==> config.mk <==
export PLATFORM = sky130hd
export DESIGN_NAME = csa_array_mult
export DESIGN_NICKNAME = d
export VERILOG_FILES = /design/src/rtl/csa_mul_pkg.sv /design/src/rtl/csa_full_add.sv /design/src/rtl/csa_half_add.sv /design/src/rtl/csa_first_row.sv /design/src/rtl/csa_cs_row.sv /design/src/rtl/csa_ripple_merge.sv /design/src/rtl/csa_array_mult.sv
export SDC_FILE = /design/constraint.sdc
export NUM_CORES = 1
export LEC_CHECK = 0
export ABC_AREA = 1
export BUFFER_PORTS_ARGS = -buffer_cell sky130_fd_sc_hd__buf_2
export CORE_ASPECT_RATIO = 1.25
export CORE_MARGIN = 4
export CORE_UTILIZATION = 31
export DETAILED_ROUTE_END_ITERATION = 16
export PLACE_DENSITY = 0.5
export SETUP_SLACK_MARGIN = 0.02
export SLEW_MARGIN = 20
export SYNTH_ARGS = -nofsm -noshare
export SYNTH_HDL_FRONTEND = slang
export SYNTH_HIERARCHICAL = 1
export SYNTH_SLANG_ARGS = --single-unit
==> constraint.sdc <==
create_clock -name vclk -period 9.9
set_input_delay 0.99 -clock vclk [all_inputs]
set_output_delay 0.99 -clock vclk [all_outputs]
set_load 0.1 [all_outputs]
==> src/rtl/csa_mul_pkg.sv <==
package csa_mul_pkg;

  // sum output of a one-bit adder with three inputs
  function automatic logic add3_sum(input logic x, input logic y, input logic z);
    return x ^ y ^ z;
  endfunction

  // carry output of a one-bit adder with three inputs (majority)
  function automatic logic add3_carry(input logic x, input logic y, input logic z);
    return (x & y) | (x & z) | (y & z);
  endfunction

endpackage

==> src/rtl/csa_full_add.sv <==
module csa_full_add
  import csa_mul_pkg::*;
(
  input  logic in_x,
  input  logic in_y,
  input  logic in_z,
  output logic sum,
  output logic carry
);

  always_comb begin
    sum   = add3_sum(in_x, in_y, in_z);
    carry = add3_carry(in_x, in_y, in_z);
  end

endmodule

==> src/rtl/csa_half_add.sv <==
module csa_half_add (
  input  logic in_x,
  input  logic in_y,
  output logic sum,
  output logic carry
);

  always_comb begin
    sum   = in_x ^ in_y;
    carry = in_x & in_y;
  end

endmodule

==> src/rtl/csa_first_row.sv <==
// First adding row: the incoming carry vector is empty, so half adders suffice.
module csa_first_row #(
  parameter int N = 8
) (
  input  logic [N-1:0] pp_row,
  input  logic [N-1:0] sum_prev,
  output logic [N-1:0] sum_out,
  output logic [N-1:0] carry_out
);

  for (genvar j = 0; j < N; j++) begin : g_col
    csa_half_add u_ha (
      .in_x  (pp_row[j]),
      .in_y  (sum_prev[j]),
      .sum   (sum_out[j]),
      .carry (carry_out[j])
    );
  end

endmodule

==> src/rtl/csa_cs_row.sv <==
// Carry-save row: carries leave diagonally and are never chained within the row.
module csa_cs_row #(
  parameter int N = 8
) (
  input  logic [N-1:0] pp_row,
  input  logic [N-1:0] sum_prev,
  input  logic [N-1:0] carry_prev,
  output logic [N-1:0] sum_out,
  output logic [N-1:0] carry_out
);

  for (genvar j = 0; j < N; j++) begin : g_col
    csa_full_add u_fa (
      .in_x  (pp_row[j]),
      .in_y  (sum_prev[j]),
      .in_z  (carry_prev[j]),
      .sum   (sum_out[j]),
      .carry (carry_out[j])
    );
  end

endmodule

==> src/rtl/csa_ripple_merge.sv <==
// Final carry-propagate row. The top carry is dropped because the product fits in 2N bits.
module csa_ripple_merge #(
  parameter int N = 8
) (
  input  logic [N-1:0] add_x,
  input  logic [N-1:0] add_y,
  output logic [N-1:0] result
);

  logic [N-1:0] chain;

  assign chain[0] = 1'b0;

  for (genvar j = 0; j < N; j++) begin : g_bit
    if (j < N - 1) begin : g_mid
      csa_full_add u_fa (
        .in_x  (add_x[j]),
        .in_y  (add_y[j]),
        .in_z  (chain[j]),
        .sum   (result[j]),
        .carry (chain[j+1])
      );
    end else begin : g_top
      assign result[j] = add_x[j] ^ add_y[j] ^ chain[j];
    end
  end

endmodule

==> src/rtl/csa_array_mult.sv <==
module csa_array_mult #(
  parameter int N = 8
) (
  input  logic [N-1:0]   op_a,
  input  logic [N-1:0]   op_b,
  output logic [2*N-1:0] prod
);

  localparam int LAST = N - 1;

  // partial products: row i weights op_a by op_b[i]
  logic [N-1:0] pp [N];
  // after stage k: sum_st[k][j] has weight k+j, carry_st[k][j] has weight k+j+1
  logic [N-1:0] sum_st   [N];
  logic [N-1:0] carry_st [1:LAST];
  logic [N-1:0] sum_sh   [1:LAST];
  logic [N-1:0] low_half;
  logic [N-1:0] high_half;

  for (genvar i = 0; i < N; i++) begin : g_pp
    assign pp[i] = op_a & {N{op_b[i]}};
  end

  assign sum_st[0]   = pp[0];
  assign low_half[0] = sum_st[0][0];

  for (genvar k = 1; k < N; k++) begin : g_row
    // the previous row's sums drop one column to line up with row k
    assign sum_sh[k] = {1'b0, sum_st[k-1][N-1:1]};

    if (k == 1) begin : g_half
      csa_first_row #(.N(N)) u_row (
        .pp_row    (pp[k]),
        .sum_prev  (sum_sh[k]),
        .sum_out   (sum_st[k]),
        .carry_out (carry_st[k])
      );
    end else begin : g_full
      csa_cs_row #(.N(N)) u_row (
        .pp_row     (pp[k]),
        .sum_prev   (sum_sh[k]),
        .carry_prev (carry_st[k-1]),
        .sum_out    (sum_st[k]),
        .carry_out  (carry_st[k])
      );
    end

    assign low_half[k] = sum_st[k][0];
  end

  csa_ripple_merge #(.N(N)) u_merge (
    .add_x  ({1'b0, sum_st[LAST][N-1:1]}),
    .add_y  (carry_st[LAST]),
    .result (high_half)
  );

  assign prod = {high_half, low_half};

endmodule

**Word-level counts from Yosys, hierarchy flattened**

Cells that the tools add are included.

- Add/subtract/negate cells: 0
- Multiply operators: 0
- Divide/modulo/power cells: 0
- $lt $le $gt $ge: 0
- Equal/unequal tests: 0
- Shifts and indexed selects: 0
- Multiplexer cells: 0
- Bitwise logic cells: 360
- Reduce and logical (&&, ||, !) cells: 0

Operators with widths:

| kind | count |
|---|---|
| $and 1x1->1 | 152 |
| $xor 1x1->1 | 104 |
| $or 1x1->1 | 96 |
| $and 8x8->8 | 8 |

- Flip-flop bits (word level): 0
- Bits in latches: 0
- RAM bits: 0
- Memory bits (read-only): 0
- Input port bits: 16
- Output and inout bits: 16
- Logic and storage cells: 360
- Memories kept: 0

**Logic depth before layout (Yosys ltp)**

- Word-level depth: 39
- Mapped depth: 20
- Depth with buffers taken out: 19

**Modules after synthesis**

The synthesis kept the hierarchy.

Modules (own cells, without submodules):

| module | instances | cells each | area each (µm²) | seq. area each (µm²) |
|---|---|---|---|---|
| csa_full_add | 55 | 1 | 20.0 | 0.0 |
| csa_array_mult | 1 | 146 | 571.8 | 0.0 |
| csa_half_add | 8 | 1 | 12.5 | 0.0 |
| csa_ripple_merge | 1 | 10 | 38.8 | 0.0 |

**Worst setup path before layout**

No wires, ideal clock.

- Kind: input to output
- From: input op_a[7]
- To: output prod[14]
- Arrival: 7,913 ps
- Required time: 8,910 ps
- Setup slack: 997 ps
- Stages: 17
- Buffers on the path: 1
- Cells stage by stage: buf_2 nand2_1 inv_1 ha_1 fa_1 fa_1 fa_1 fa_1 fa_1 fa_1 fa_1 fa_1 fa_1 fa_1 fa_1 fa_1 fa_1

RTL lines:

| element | line | source |
|---|---|---|
| from (decl) | csa_array_mult.sv:4 | `input logic [N-1:0] op_a,` |
| to (decl) | csa_array_mult.sv:6 | `output logic [2*N-1:0] prod` |

==> results.ini <==
[grt]
grt_pass1_vias = 1419
grt_pass1_wl_um = 5685
overflow = 0
antenna_found_initial = 0
grt_max_degree = 9
track_usage_pct = 9.134

[sta]
rsz0062_at_grt = no
fmax_mhz = 114.0
finalSetupViolCount = 0
finalMaxSlewViolations = 0
fin_crit_sh_pct = 88.61
fin_tns_setup_ns = 0
hold_viol = 0
fin_crit_ns = 8.772

[yosys]
syn_inst = 219
syn_area_um2 = 1812
synth_cell_types = 8
synth_area_per_cell_um2 = 8.273
synth_seq_area_share_pct = 0
ys_warn_count = 6

[routing]
drc = 0
vias = 1210
via_per_inst = 3.954
postRouteAntennaNets = 0
dr.first_iter.drc_count = 23
dr.pass1.iters = 3
post_drt_wl_per_cell_um = 10.01
wirelength_um = 3064

[layout]
fillCellCount = 609
ff_latch_area_um2 = 0
layout-drive-gt1-share_pct = 13.22
nClkBuffers = 0
final_nets = 323
flops_and_latches = 0
insertedDiodeCount = 0
area.growth.synth_to_final_pct = 10.08

[status]
status = finished, final reports clean

[die]
die_w_um = 76.38
dieArea_um2 = 7139
ios = 32
die_height_um = 93.47
start_util_pct = 32.61
core_area_um2 = 5555
num_rows = 30

[min_path]
hp-class = in2out
hp-start = op_a[0]

[clocking]
post_cts_buffers = 0
ctsResizeCount = 0
postCtsHoldBufs = 0

[place]
dp_hpwl_um = 2871
gp_congestion = 0.6953
numPortBuffers = 32

[critical_path]
cp.required_ns = 8.91
endpoint_kind = output port
cp_max_fo = 8
crit_start = op_a[7]
critical_path_class = in2out
arrival_ns = 7.78
cp-start-kind = input port

[flow_run]
drv_cap = 0

through the flow:
stage | instance area, um2 | worst slack (ns) | instances | hold slack, ns | utilization, %
detailed placement | 1994 | 1.068 | 306 | 2.527 | 35.90
floorplan | 1842 | 0.9972 | 227 | 2.416 | -
global placement | 1994 | 1.108 | 306 | 2.523 | 35.90
CTS | 1994 | 1.047 | 306 | 2.527 | 35.90
finish | 1994 | 1.128 | 306 | 2.515 | 35.90
global route | 1994 | 0.8364 | 306 | 2.553 | 35.90
synthesized netlist by cell type:
master   number  share of area (%)
buf_2        16                4.4
ha_1          8                5.5
fa_1         55                 61
conb_1        2               0.41
inv_1        67                 14
buf_4         1               0.41
nand2_1      69                 14
nand3_1       1               0.28
critical path, cell delays in order:
cell and delay, ns:
buf_2 0.15, nand2_1 0.07, inv_1 0.04, ha_1 0.30, fa_1 0.53, fa_1 0.44
fa_1 0.54, fa_1 0.44, fa_1 0.55, fa_1 0.45, fa_1 0.44, fa_1 0.38
fa_1 0.38, fa_1 0.38, fa_1 0.38, fa_1 0.38, fa_1 0.49, buf_2 0.42
layer usage:
metal / vias to the layer above / part of all wire [%] / track usage [%]
met3: 0 / 3.9 / 0.8671
li1: 616 / - / -
met1: 575 / 40 / 10.95
met2: 19 / 56 / 18.33
met4: 0 / 0 / 0.4532
met5: - / 0 / 0
cells in the final DEF (no fill, tap or decap):
cell type and instances:
buf_2 32, nand2_1 69, fa_1 55, conb_1 10, ha_1 8, inv_1 67, nand3_1 1
path summary, 6_finish.rpt:
| kind | endpoint | slack [ns] | depth (start not counted) |
|---|---|---|---|
| worst max-delay path | prod[14] | 1.13 | 18 |
| worst min-delay path | prod[0] | 2.52 | 4 |
cells by family after synthesis:
group | share of synthesized area [%]
adder cells (fa/ha/maj) | 66.30
other | 0.4145
AND/OR/NAND/NOR | 14.57
buffers and inverters | 18.72
final cells by class:
cell class	instances	area (um2)	area share (%)
tap	64	80.08	4.015
inverter	67	251.5	12.61
timing repair buffer	32	160.2	8.030
multi-input combinational	143	1503	75.35
Power is not shown: default switching activity piles up to over one toggle a cycle in this logic, so the estimate is an artifact.
